### src/rtl/bldc_comm_pkg.sv
package bldc_comm_pkg;

    localparam int PHASES  = 3;
    localparam int CODE_W  = 3;
    localparam int STEPS   = 6;
    localparam int STEP_W  = $clog2(STEPS);

    typedef enum logic [1:0] {
        SPACE_60  = 2'b00,
        SPACE_120 = 2'b01,
        SPACE_240 = 2'b10,
        SPACE_300 = 2'b11
    } spacing_e;

    typedef struct packed {
        logic [PHASES-1:0] hi;
        logic [PHASES-1:0] lo;
    } bridge_t;

    typedef struct packed {
        logic              valid;
        logic [STEP_W-1:0] step;
    } step_t;

    localparam bridge_t BRIDGE_OFF   = '{hi: '0, lo: '0};
    localparam bridge_t BRIDGE_BRAKE = '{hi: '0, lo: '1};

    function automatic logic [CODE_W-1:0] rev_code(input logic [CODE_W-1:0] c);
        logic [CODE_W-1:0] r;
        for (int i = 0; i < CODE_W; i++) r[i] = c[CODE_W-1-i];
        return r;
    endfunction

    function automatic step_t step_wide(input logic [CODE_W-1:0] c);
        step_t s;
        s.valid = 1'b1;
        unique case (c)
            3'b001:  s.step = 3'd0;
            3'b011:  s.step = 3'd1;
            3'b010:  s.step = 3'd2;
            3'b110:  s.step = 3'd3;
            3'b100:  s.step = 3'd4;
            3'b101:  s.step = 3'd5;
            default: begin s.valid = 1'b0; s.step = '0; end
        endcase
        return s;
    endfunction

    function automatic step_t step_narrow(input logic [CODE_W-1:0] c);
        step_t s;
        s.valid = 1'b1;
        unique case (c)
            3'b000:  s.step = 3'd0;
            3'b001:  s.step = 3'd1;
            3'b011:  s.step = 3'd2;
            3'b111:  s.step = 3'd3;
            3'b110:  s.step = 3'd4;
            3'b100:  s.step = 3'd5;
            default: begin s.valid = 1'b0; s.step = '0; end
        endcase
        return s;
    endfunction

    function automatic bridge_t step_to_bridge(input logic [STEP_W-1:0] st,
                                               input logic fwd);
        bridge_t b;
        int unsigned src, snk;
        src = int'(st) >> 1;
        snk = (((int'(st) + 1) >> 1) + 1) % PHASES;
        b = BRIDGE_OFF;
        if (fwd) begin
            b.hi[src] = 1'b1;
            b.lo[snk] = 1'b1;
        end else begin
            b.hi[snk] = 1'b1;
            b.lo[src] = 1'b1;
        end
        return b;
    endfunction

endpackage

### src/rtl/comm_sync.sv
module comm_sync #(
    parameter int             W       = 1,
    parameter int             STAGES  = 2,
    parameter logic [W-1:0]   RST_VAL = '0
) (
    input  logic         clk,
    input  logic         rst,
    input  logic [W-1:0] d,
    output logic [W-1:0] q
);
    logic [W-1:0] chain [STAGES];

    generate
        for (genvar g = 0; g < STAGES; g++) begin : g_stage
            always_ff @(posedge clk) begin
                if (rst) chain[g] <= RST_VAL;
                else if (g == 0) chain[g] <= d;
                else chain[g] <= chain[(g == 0) ? 0 : g-1];
            end
        end
    endgenerate

    assign q = chain[STAGES-1];
endmodule

### src/rtl/comm_step_decode.sv
module comm_step_decode
    import bldc_comm_pkg::*;
(
    input  spacing_e            sel,
    input  logic [CODE_W-1:0]   code,
    output step_t               step
);
    logic [CODE_W-1:0] code_eff;

    always_comb begin
        code_eff = (sel == SPACE_240 || sel == SPACE_300) ? rev_code(code) : code;
        unique case (sel)
            SPACE_120, SPACE_240: step = step_wide(code_eff);
            default:              step = step_narrow(code_eff);
        endcase
    end
endmodule

### src/rtl/comm_ovc_guard.sv
module comm_ovc_guard (
    input  logic clk,
    input  logic rst,
    input  logic oc,
    input  logic en,
    output logic block
);
    logic latched_q;
    logic en_prev_q;
    logic en_rise;

    assign en_rise = en & ~en_prev_q;

    always_ff @(posedge clk) begin
        if (rst) begin
            latched_q <= 1'b0;
            en_prev_q <= 1'b0;
        end else begin
            en_prev_q <= en;
            if (oc)           latched_q <= 1'b1;
            else if (en_rise) latched_q <= 1'b0;
        end
    end

    assign block = oc | latched_q;
endmodule

### src/rtl/bldc_hall_commutator.sv
module bldc_hall_commutator
    import bldc_comm_pkg::*;
#(
    parameter int SYNC_STAGES = 2
) (
    input  logic       clk,
    input  logic       rst,
    input  logic [2:0] hall_code,
    input  logic [1:0] spacing_sel,
    input  logic       dir_fwd,
    input  logic       drive_en,
    input  logic       brake,
    input  logic       over_current,
    output logic [2:0] hs_on,
    output logic [2:0] ls_on
);
    localparam int LOW_W = CODE_W + 2 + 3;

    logic [LOW_W-1:0] raw_low, syn_low;
    logic             dir_s;
    logic [CODE_W-1:0] code_s;
    spacing_e         sel_s;
    logic             en_s, brk_s, oc_s;
    logic             oc_block;
    step_t            step;
    bridge_t          next_b, bridge_q;

    assign raw_low = {hall_code, spacing_sel, drive_en, brake, over_current};

    comm_sync #(.W(LOW_W), .STAGES(SYNC_STAGES), .RST_VAL('0)) u_sync_low (
        .clk(clk), .rst(rst), .d(raw_low), .q(syn_low)
    );

    comm_sync #(.W(1), .STAGES(SYNC_STAGES), .RST_VAL(1'b1)) u_sync_dir (
        .clk(clk), .rst(rst), .d(dir_fwd), .q(dir_s)
    );

    assign code_s = syn_low[LOW_W-1 -: CODE_W];
    assign sel_s  = spacing_e'(syn_low[4:3]);
    assign en_s   = syn_low[2];
    assign brk_s  = syn_low[1];
    assign oc_s   = syn_low[0];

    comm_step_decode u_dec (
        .sel(sel_s), .code(code_s), .step(step)
    );

    comm_ovc_guard u_ovc (
        .clk(clk), .rst(rst), .oc(oc_s), .en(en_s), .block(oc_block)
    );

    always_comb begin
        if (brk_s)                            next_b = BRIDGE_BRAKE;
        else if (!en_s || oc_block || !step.valid) next_b = BRIDGE_OFF;
        else                                  next_b = step_to_bridge(step.step, dir_s);
    end

    always_ff @(posedge clk) begin
        if (rst) bridge_q <= BRIDGE_OFF;
        else     bridge_q <= next_b;
    end

    assign hs_on = bridge_q.hi;
    assign ls_on = bridge_q.lo;
endmodule

### config.mk
export PLATFORM = sky130hd
export DESIGN_NAME = bldc_hall_commutator
export DESIGN_NICKNAME = d
export VERILOG_FILES = /design/src/rtl/bldc_comm_pkg.sv /design/src/rtl/comm_sync.sv /design/src/rtl/comm_step_decode.sv /design/src/rtl/comm_ovc_guard.sv /design/src/rtl/bldc_hall_commutator.sv
export SDC_FILE = /design/constraint.sdc
export NUM_CORES = 1
export LEC_CHECK = 0
export ABC_AREA = 1
export BUFFER_PORTS_ARGS = -buffer_cell sky130_fd_sc_hd__buf_4
export CAP_MARGIN = 15
export CORE_MARGIN = 3
export CORE_UTILIZATION = 50
export CTS_BUF_LIST = sky130_fd_sc_hd__clkbuf_16
export DETAILED_ROUTE_END_ITERATION = 10
export GPL_TIMING_DRIVEN = 0
export HOLD_SLACK_MARGIN = 0.1
export MAX_ROUTING_LAYER = met4
export PLACE_DENSITY = 0.78
export SLEW_MARGIN = 30
export SYNTH_ARGS = -nofsm -noshare
export SYNTH_HDL_FRONTEND = slang
export SYNTH_HIERARCHICAL = 1
export SYNTH_SLANG_ARGS = --single-unit
### constraint.sdc
create_clock -name clk -period 5.9 [get_ports clk]
set_clock_uncertainty 0.1 [all_clocks]
set_input_delay 1.475 -clock clk [delete_from_list [all_inputs] [get_ports clk]]
set_output_delay 1.475 -clock clk [all_outputs]
set_load 0.1 [all_outputs]
### Yosys cells after proc, flatten, opt, wreduce, memory -nomap -nowiden

Memory sizes are Yosys's and may differ from the RTL's.
Cells that the tools add are included.

| storage, ports and cells | value |
|---|---|
| memories kept | 2 |
| register bits after elaboration | 8 |
| input port bits | 11 |
| logic and storage cells | 65 |
| bits in writable memories | 18 |

Memory list:

| memory | words | bits a word | rd ports | clocked after Yosys merged registers in | wr ports | line | RTL |
|---|---|---|---|---|---|---|---|
| u_sync_low.chain | 2 | 8 | 2 | 0 | 2 | comm_sync.sv:11 | `logic [W-1:0] chain [STAGES];` |
| u_sync_dir.chain | 2 | 1 | 2 | 0 | 2 | comm_sync.sv:11 |  |

| operators by class | value |
|---|---|
| divide/modulo/power cells | 1 |
| add/subtract/negate cells | 2 |
| order comparisons | 4 |
| reduce and logical (&&, ||, !) cells | 13 |
| bitwise gates (word level) | 7 |
| multiplexer cells | 22 |
| equality and inequality tests | 10 |

Operator list:

| cell | count |
|---|---|
| $ge 32x1->1 const B | 1 |
| $lt 32x3->1 const B | 1 |
| $mod 32x3->32 const B | 1 |
| $pmux 3 s5 | 2 |
| $mux 8 | 2 |
| $eq 3x3->1 const B | 4 |
| $reduce_or 6->1 | 2 |
| $mux 1 | 11 |
| $mux 3 | 3 |
| $add 3x1->4 const B | 2 |
| $eq 3x2->1 const B | 2 |
| $mux 6 | 1 |
| $or 1x1->1 | 5 |
| $demux 1 s2 | 2 |
| $eq 2x2->1 const B | 2 |
| $mux 4 | 1 |
| $eq 3x1->1 const B | 1 |
| $logic_not 3->1 | 1 |
| $logic_or 1x1->1 | 3 |
| $lt 2x3->1 const B | 1 |
| $reduce_or 3->1 | 1 |
| $eq 2x1->1 const B | 1 |
| $ge 2x1->1 const B | 1 |
| $logic_and 1x1->1 | 2 |
| other kinds (5) | 6 |

### Logic depth before layout (Yosys ltp)

Gate-level depths: netlist of run 1.
An unclocked memory read counts as a cell.

| depth | value |
|---|---|
| word-level depth | 18 |
| depth in mapped cells | 30 |
| gate-level depth less buffers | 30 |

### Cells and area by module

Netlist of run 1, hierarchy kept.

Modules (own cells, without submodules):

| module | cells each | sequential area each (um^2) | instances | area each (um^2) |
|---|---|---|---|---|
| bldc_hall_commutator | 129 | 120.1 | 1 | 805.8 |
| comm_sync at u_sync_low | 50 | 320.3 | 1 | 474.2 |
| comm_step_decode | 31 | 0.0 | 1 | 157.7 |
| comm_ovc_guard | 11 | 40.0 | 1 | 77.6 |
| comm_sync at u_sync_dir | 7 | 40.0 | 1 | 58.8 |

### Worst setup path after synthesis of run 1

No wires, ideal clock.

| timing | value |
|---|---|
| path kind | flip-flop to flip-flop |
| from | mem u_sync_low/chain[1][3] (netlist bit) |
| to | reg bridge_q (netlist bit ls_on[0]) |
| library setup time | 70 ps |
| slack | 2191 ps |
| buffers on the path | 0 |
| arrival time | 3539 ps |
| stages on the path, launching flop included | 30 |
| cell sequence | dfxtp_1 > inv_1 > ha_1 > inv_2 > nand2_1 > nand2_1 > nand2_1 > a21oi_2 > ha_1 > xnor2_1 > inv_1 > ha_1 > inv_1 > nand4_1 > a21oi_1 > ha_1 > inv_1 > ha_1 > inv_1 > nor2_1 > nand2_4 > nand2_4 > nand2_4 > nand2_2 > nand2_2 > nor2_1 > nand2_1 > nand2_1 > nand2_1 > a21oi_1 |

RTL lines:

| item | line | RTL |
|---|---|---|
| start: declaration | comm_sync.sv:11 |  |
| end signal: assignment | bldc_hall_commutator.sv:60 | `else bridge_q <= next_b;` |
| end: declaration | bldc_hall_commutator.sv:26 | `bridge_t next_b, bridge_q;` |

==> results.md, run 1 <==
* Least-Margin Pin Slew at between 0.3 and 0.4 ns
* Core box area at about 2900 um^2
* DIE WIDTH at just over 60 um
* Max VDD drop at between 0.2 and 0.25 mV
* Root buffer cell: clkbuf_16
* Post-route minimum period at approximately 4 ns
* # IOs at 17
* Clock Sink Count at 26
* # Max-Cap Violations at 0
* Routed wire length at approximately 2600 um
* Final #Nets at 269
* Num rows at 19
* Relative slew margins at 0.7939
* # setup viols final at 0
* Fin. Hold Viols at 0
* Setup tns final at 0 ns
* # Post-CTS Setup Buffers at 0
* CP top delay family: adder cells
* Period utilization at 0.6949
* Pwr Total at ~480 uW
* Clock-pin slew on the worst setup and hold paths at roughly 0.06 ns
* First-pass GRT wire length at between 5000 and 6000 um
* Vias per std cell at 4.652
* Resized Gates After CTS at 0
* Crit path DAT at approximately 4.2 ns
* Routability cong. at approximately 0.8
* Largest net degree at the start of global routing at 16
* Area leader, netlist: dfxtp_1
* Critical Path Start Type: flip-flop
* Crit Path Category: flip-flop to flip-flop
* WL per Instance at approximately 9.0 um
* Hold_buf cts at 0
* DRC viols at 0
* Vias in the first global route at ~1300
* Endpoint class of the critical path: flip-flop
* Detail Route Antenna Nets at 0
* DP Wirelength at just over 2000 um
* Post-Synthesis Cells at 228
* Power density cells at approximately 260 nW/um^2
* Routed vias at around 1300
* Ant diodes at 0
* XOR/XNOR Fraction of Synth Area at 0.005564
* Yosys reg bits at 26
* Most common cell after layout, fill and taps aside: inv_1
* Layout Utilization at 0.6438
* Leak at a little over 1 nW
* Post-synthesis mux area share at 0
* Worst skew pair latency at ~0.26 ns
* GRT Resource Usage Total at 0.1601
* Total iterations of the first detailed-routing run at 4
* Clk buf depth at 2
* Fillcell total at between 200 and 300
* Outcome: finished, final reports clean
* Initial Util at 0.5472
* WP buf/inv at 6
* Most frequent CP cell: nand2_1
* Synth Net Count at approximately 250
* Syn Area/Cell at roughly 7 um^2
* Syn. warnings at 6
* Yosys top cell area share at 0.3307
* Hold Crit Class: flip-flop to flip-flop
* Die height at a little over 60 um
* RSZ-0062 raised after global routing: false
* Critical-path maximum fanout at 5
* Achievable Freq at 243.9 MHz
* Ratio of cells with drive above 1 in the final layout at 0.1976
* Synth cell types at 26
* Synth Cell Area at ~1600 um^2
* GR Overflow Total at 0
* TritonCTS Buffers at 3
* CTS H-tree depth at 1
* Area grow syn2layout at 17.65%
* Post-Synth Simple-Gate Area at 0.3625
* Critical path's slowest cell: ha_1
* Sequential fraction of the synthesis area at 0.3307
* Post-Synth Adder-Cell Area at 0.07154
* Port Buffers at 16
* Slowest Stage Delay on Critical Path at around 0.34 ns
* CTS tree: yes
* Compound-Gate Fraction of Synth Area at 0.07790
* Die ar. at a little under 4000 um^2
* Commonest cells after routing, fill and taps aside: inv_1, nand2_1, nor2_1
* Initial antenna violation count at 0
* Count of pins over their slew limit at 0
* Largest family of logic cells by synthesized area: simple AND/OR/NAND/NOR gates
* Critical path required time at about 6.0 ns
* Top cells by area, synth: dfxtp_1, inv_1, nand2_1
* Initial DRC Count at 25
-- metal layers --
metal / GRT usage / vias to the layer above / routed length [um]
li1: - / 730 / -
met1: 0.1689 / 596 / 1154
met2: 0.3024 / 18 / 1311
met3: 0.02162 / 5 / 88
met4: 0.05801 / 0 / 43
met5: - / - / 0
-- cell usage after synthesis (all sizes together) --
cell,instances
nor2,34
o21bai,1
dfxtp,26
a21oi,8
ha,9
buf,3
nor3,1
nand3,16
or2,1
o21ai,12
inv,53
nand2,58
nand4,5
xnor2,1
-- per-stage QoR --
step | hold slack, ns | cells | cell area [um^2] | setup slack [ns]
floorplan | 0.2795 | 228 | 1574 | 2.191
detailed placement | 0.2916 | 286 | 1747 | 1.798
global placement | 0.2860 | 286 | 1747 | 1.895
CTS | 0.3044 | 290 | 1852 | 1.763
global route | 0.3164 | 290 | 1852 | 1.307
finish | 0.3027 | 290 | 1852 | 1.800
-- final cells by class --
class                   count  area (um^2)  area share
well taps                  42        52.55     0.02838
multi-input cells         146        814.5      0.4399
inverters                  53        201.4      0.1088
flip-flops and latches     26        520.5      0.2811
plain buffers               3        37.54     0.02027
clock buffers               3        75.07     0.04054
clock inverters             1        30.03     0.01622
repair buffers             16        120.1     0.06486
-- worst min-delay path, delay by kind of cell (launching register included) --
kind / cells / cell delay (ns)
and+or+nand+nor: 1 / 0.04
buffers and inverters: 1 / 0.03
DFF: 1 / 0.30
-- cell families after synthesis --
family,count (synthesis)
AND/OR/NAND/NOR,115
buffers and inverters,56
flip-flops,26
AO/OA/AOI/OAI,21
adder cells (fa/ha/maj),9
XOR/XNOR,1
-- report_power, final --
part / total (mW) / switching (mW) / internal, mW
clock: 0.192 / 0.0572 / 0.135
combinational: 0.105 / 0.0667 / 0.0381
sequential: 0.186 / 0.00337 / 0.183
-- final timing paths --
kind / start / endpoint / slack, ns / depth (start not counted)
setup / recovery: u_sync_low/chain[1][3] / ls_on[2] / 1.80 / 29
hold / removal: u_sync_dir/chain[0] / u_sync_dir/chain[1] / 0.30 / 2
setup reg to reg: u_sync_low/chain[1][3] / ls_on[2] / 1.80 / 29
hold reg to reg: u_sync_dir/chain[0] / u_sync_dir/chain[1] / 0.30 / 2
-- state kept, by name (all words and copies together) (netlist names) --
signal            flops
ls_on                 3
hs_on                 3
u_sync_dir/chain      2
u_ovc/latched_q       1
u_ovc/en_prev_q       1
u_sync_low/chain     16
No activity file was read; power rests on OpenSTA's default activity.
==> run 2, diff against run 1 <==
Settings changed: PLACE_DENSITY 0.78 to 0.8.
Clock period 5.9 ns to 3.5 ns, I/O delays scaled along.
==> results.md, run 2 (synthesis results as in run 1) <==
* Root buffer cell: clkbuf_16
* First-pass GRT wire length at 5299 um (+4.5%)
* Max VDD drop at 0.3647 mV (+54%)
* Area grow syn2layout at 36.01%
* WL per Instance at 10.28 um (+15%)
* Worst skew pair latency at 0.26 ns (about the same)
* Max reg flops at 16 (unchanged)
* Slowest Stage Delay on Critical Path at 0.33 ns (about the same)
* Die ar. at 3857 um^2 (unchanged)
* Port Buffers at 16 (unchanged)
* Critical path's slowest cell: dfxtp_2
* Crit path DAT at 3.66 ns (-0.53 ns)
* Post-route minimum period at 3.564 ns (-0.5359 ns)
* Core box area at 2877 um^2 (unchanged)
* Clock-pin slew on the worst setup and hold paths at 0.06 ns (about the same)
* Setup tns final at -0.2046 ns (-0.2046 ns)
* Hold_buf cts at 0 (unchanged)
* # IOs at 17 (unchanged)
* Endpoint class of the critical path: flip-flop
* CP top delay family: simple AND/OR/NAND/NOR gates
* # Max-Cap Violations at 0 (unchanged)
* Critical Path Start Type: flip-flop
* Initial DRC Count at 27 (+8.0%)
* Failing checks: setup timing
* GR Overflow Total at 0 (unchanged)
* Vias in the first global route at 1372 (+3.9%)
* Initial Util at 0.5472 (unchanged)
* Period utilization at 1.018 (+0.3234)
* Clk buf depth at 2 (unchanged)
* Least-Margin Pin Slew at 0.2972 ns (-0.01118 ns)
* PnR worst setup slack at -0.06387 ns (-1.864 ns)
* Layout Utilization at 0.7442 (+0.1005)
* Count of pins over their slew limit at 0 (unchanged)
* Relative slew margins at 0.8003 (+0.006428)
* Critical-path maximum fanout at 5 (unchanged)
* Crit Path Category: flip-flop to flip-flop
* GRT Resource Usage Total at 0.1686 (+0.008483)
* Outcome: finished with violations
* Achievable Freq at 280.6 MHz (+15%)
* Final #Nets at 287 (+6.7%)
* Routed vias at 1438 (+6.6%)
* Largest net degree at the start of global routing at 14 (-2)
* Leak at 1.089 nW (+8.2%)
* Num rows at 19 (unchanged)
* TritonCTS Buffers at 3 (unchanged)
* Routed wire length at 3156 um (+21%)
* Vias per std cell at 4.684 (+0.69%)
* RSZ-0062 raised after global routing: true
* Most frequent CP cell: nand2_2
* DIE WIDTH at 62.11 um (unchanged)
* Initial antenna violation count at 0 (unchanged)
* Power density cells at 369.2 nW/um^2 (+42%)
* Top reg by flops: u_sync_low/chain
* CTS H-tree depth at 1 (unchanged)
* Most common cell after layout, fill and taps aside: inv_1
* Fin. Hold Viols at 0 (unchanged)
* Routability cong. at 0.7497 (-6.4%)
* Commonest cells after routing, fill and taps aside: inv_1, nand2_1, buf_4
* DRC viols at 0 (unchanged)
* Clock Sink Count at 26 (unchanged)
* Critical path required time at 3.59 ns (-2.40 ns)
* Ant diodes at 0 (unchanged)
* Detail Route Antenna Nets at 0 (unchanged)
* # setup viols final at 4 (+4)
* Die height at 62.11 um (unchanged)
* Pre-CTS setup slack at -0.3474 ns (-2.145 ns)
* Total iterations of the first detailed-routing run at 6 (+2)
* WP buf/inv at 6 (unchanged)
* Placed cell count at 286 (unchanged)
* Ratio of cells with drive above 1 in the final layout at 0.4000 (+0.2024)
* CTS tree: yes
* Final Non-Filler Cells at 307 (+5.9%)
* Hold Crit Class: flip-flop to flip-flop
* DP Wirelength at 1996 um (-1.4%)
[run 2: changes by cell type in the layout (fill, tap and decap cells not counted), sizes merged]
cell    change
bufinv      -1
buf        +18
[run 2: final timing paths]
check        slack (ns)                     end                    from  cells after the start
min reg2reg        0.30  u_sync_low/chain[1][7]  u_sync_low/chain[0][7]                      2
max               -0.06                ls_on[1]  u_sync_low/chain[1][3]                     29
min                0.30  u_sync_low/chain[1][7]  u_sync_low/chain[0][7]                      2
max reg2reg       -0.06                ls_on[1]  u_sync_low/chain[1][3]                     29
[run 2: through the flow]
| step | total power [mW] | hold slack, ns | cell area, um^2 |
|---|---|---|---|
| floorplan | 0.4680 | 0.2795 | 1620 |
| finish | 0.7905 | 0.2998 | 2141 |
| global placement | 0.5001 | 0.2856 | 1793 |
| CTS | 0.7590 | 0.2991 | 2027 |
| detailed placement | 0.5037 | 0.2918 | 1793 |
| global route | 0.8295 | 0.3205 | 2141 |
[run 2: worst min-delay path, stage by stage, from the launching register on]
cell and delay (ns):
dfxtp_1 0.29, inv_1 0.04, nor2_1 0.03
[run 2: report_power, final]
| part | switching (mW) | total [mW] | internal, mW | leakage (nW) |
|---|---|---|---|---|
| logic | 0.142 | 0.231 | 0.0898 | 0.838 |
| clock network | 0.0933 | 0.244 | 0.151 | 0.0370 |
| registers | 0.00613 | 0.315 | 0.309 | 0.215 |
| total | 0.241 | 0.790 | 0.549 | 1.09 |
[run 2: cell type report]
class / instances / area [um^2]
Multi-Input combinational cell: 146 / 993.5
Fill cell: 209 / 735.7
Sequential cell: 26 / 523.0
Timing Repair Buffer: 34 / 255.2
Inverter: 53 / 203.9
Clock buffer: 3 / 75.07
Tap cell: 42 / 52.55
Buffer: 3 / 37.54
[run 2: repair_timing]
item                       CTS  global route
resized for setup           14            24
hold endpoints to repair     0             0
setup endpoints to repair    6             6
pin swaps                   12            18
setup buffers               13             6
[run 2: per-layer routing]
metal	vias to the layer above	routed length (um)	GRT usage
met1	655	1343	0.1764
met5	-	0	-
met4	0	40	0.04972
met3	5	60	0.01622
li1	763	-	-
met2	15	1712	0.3306
==> run 3, diff against run 2 <==
Settings changed: CORE_MARGIN 3 to default.
==> results.md, run 3 (synthesis results as in run 1) <==
* Outcome: finished with violations
* Failing checks: setup timing
* Area grow syn2layout at 35.53%
* Count of pins over their slew limit at 0 (unchanged)
* Detail Route Antenna Nets at 0 (unchanged)
* WL per Instance at 10.30 um (+0.16%)
* Power density cells at 363.3 nW/um^2 (-1.6%)
* Critical-path maximum fanout at 5 (unchanged)
* DIE WIDTH at 58.11 um (-6.4%)
* Critical path's slowest cell: dfxtp_2
* Total iterations of the first detailed-routing run at 4 (-2)
* Hold_buf cts at 0 (unchanged)
* Slowest Stage Delay on Critical Path at 0.33 ns (about the same)
* Clock Sink Count at 26 (unchanged)
* Hold Crit Class: flip-flop to flip-flop
* Initial Util at 0.5472 (unchanged)
* Most frequent CP cell: nand2_2
* Clk buf depth at 2 (unchanged)
* Crit path DAT at 3.64 ns (-0.02 ns)
* # Max-Cap Violations at 0 (unchanged)
* Period utilization at 1.013 (-0.004896)
* Most common cell after layout, fill and taps aside: inv_1
* Least-Margin Pin Slew at 0.2961 ns (-0.001117 ns)
* GR Overflow Total at 0 (unchanged)
* Commonest cells after routing, fill and taps aside: inv_1, nand2_1, buf_4
* Vias in the first global route at 1281 (-6.6%)
* Initial DRC Count at 39 (+44%)
* Largest net degree at the start of global routing at 15 (+1)
* RSZ-0062 raised after global routing: true
* Crit Path Category: flip-flop to flip-flop
* Vias per std cell at 4.717 (+0.70%)
* Clock-pin slew on the worst setup and hold paths at 0.06 ns (about the same)
* Root buffer cell: clkbuf_16
* Max reg flops at 16 (unchanged)
* Final #Nets at 286 (-0.35%)
* Leak at 1.091 nW (+0.20%)
* Ratio of cells with drive above 1 in the final layout at 0.3547 (-0.04528)
* DRC viols at 0 (unchanged)
* Post-route minimum period at 3.547 ns (-0.01714 ns)
* Routability cong. at 0.7849 (+4.7%)
* Max VDD drop at 0.4545 mV (+25%)
* Routed wire length at 3161 um (+0.16%)
* Die ar. at 3376 um^2 (-12%)
* Layout Utilization at 0.7416 (-0.002610)
* WP buf/inv at 6 (unchanged)
* CTS H-tree depth at 1 (unchanged)
* CP top delay family: simple AND/OR/NAND/NOR gates
* Relative slew margins at 0.8011 (about the same)
* Initial antenna violation count at 0 (unchanged)
* DP Wirelength at 1974 um (-1.1%)
* Critical Path Start Type: flip-flop
* PnR worst setup slack at -0.04674 ns (+0.01714 ns)
* Routed vias at 1448 (+0.70%)
* Endpoint class of the critical path: flip-flop
* Critical path required time at 3.59 ns (about the same)
* GRT Resource Usage Total at 0.1938 (+0.02527)
* Pre-CTS setup slack at -0.3157 ns (+0.03171 ns)
* Setup crit start: u_sync_low/chain[1][3]
* FF-to-FF Start: u_sync_low/chain[1][3]
* # IOs at 17 (unchanged)
* First-pass GRT wire length at 5016 um (-5.3%)
* Worst skew pair latency at 0.25 ns (about the same)
* Top reg by flops: u_sync_low/chain
* Die height at 58.11 um (-6.4%)
* Port Buffers at 16 (unchanged)
* Hold path startpoint: u_sync_low/chain[0][5]
* Ant diodes at 0 (unchanged)
* CTS tree: yes
* Core box area at 2877 um^2 (unchanged)
* Num rows at 19 (unchanged)
* TritonCTS Buffers at 3 (unchanged)
* # setup viols final at 3 (-1)
* Achievable Freq at 281.9 MHz (+0.48%)
* Fin. Hold Viols at 0 (unchanged)
run 3: cell count changes in the layout (fill, tap and decap cells not counted), moves of 2 or more:
cell,before,now
a21oi_1,0,4
nor2_2,8,5
a21oi_2,7,3
nand2_2,17,12
nand2_1,34,39
nor2_1,24,27
buf_4,34,32
run 3: timing repair:
item	4_1_cts	5_1_grt
pin swaps	9	9
setup buffers	11	6
setup endpoints to repair	6	6
resized for setup	12	17
gates cloned	0	0
run 3: path summary, 6_finish.rpt:
| path | cells past startpoint | slack (ns) | endpoint |
|---|---|---|---|
| max | 29 | -0.05 | ls_on[2] |
| min | 2 | 0.30 | u_sync_low/chain[1][5] |
| min reg2reg | 2 | 0.30 | u_sync_low/chain[1][5] |
| max reg2reg | 29 | -0.05 | ls_on[2] |
run 3: layout make-up:
type | count | area [um^2]
buffer | 3 | 37.54
clock buffer | 3 | 75.07
clock inverter | 1 | 3.754
fill | 202 | 743.2
inverter | 53 | 206.4
multi-input combinational | 146 | 974.7
sequential | 26 | 523.0
tap | 42 | 52.55
timing repair buffer | 33 | 260.3
run 3: layer usage:
layer | up-vias | track usage | routed length (um)
met5 | - | - | 0
met4 | 0 | 0.07483 | 38
met3 | 4 | 0.02902 | 82
met2 | 25 | 0.3481 | 1765
met1 | 659 | 0.2144 | 1275
li1 | 760 | - | -
run 3: power breakdown:
part / switching [mW] / internal, mW
Combinational: 0.130 / 0.0864
Sequential: 0.00629 / 0.309
Clock: 0.0917 / 0.152
Total: 0.228 / 0.547
run 3: per-stage QoR:
step / cells / TNS (ns) / instance area (um^2) / hold WS [ns] / power [mW]
after floorplan: 228 / 0 / 1620 / 0.2795 / 0.4680
after global placement: 286 / -1.228 / 1793 / 0.2851 / 0.5000
after detailed placement: 286 / -1.563 / 1793 / 0.2925 / 0.5029
after CTS: 301 / 0 / 2003 / 0.3020 / 0.7619
after global routing: 307 / -1.082 / 2133 / 0.3276 / 0.8165
final: 307 / -0.1321 / 2133 / 0.3024 / 0.7750
run 3: worst reg2reg max path: cells and delay by family (launching register included):
| kind | cells | cell delay, ns |
|---|---|---|
| and+or+nand+nor | 14 | 1.12 |
| AOI/OAI and AO/OA | 3 | 0.46 |
| buffers and inverters | 6 | 0.31 |
| adders and majority gates | 5 | 1.05 |
| DFF | 1 | 0.33 |
| xor gates and xnor gates | 1 | 0.12 |
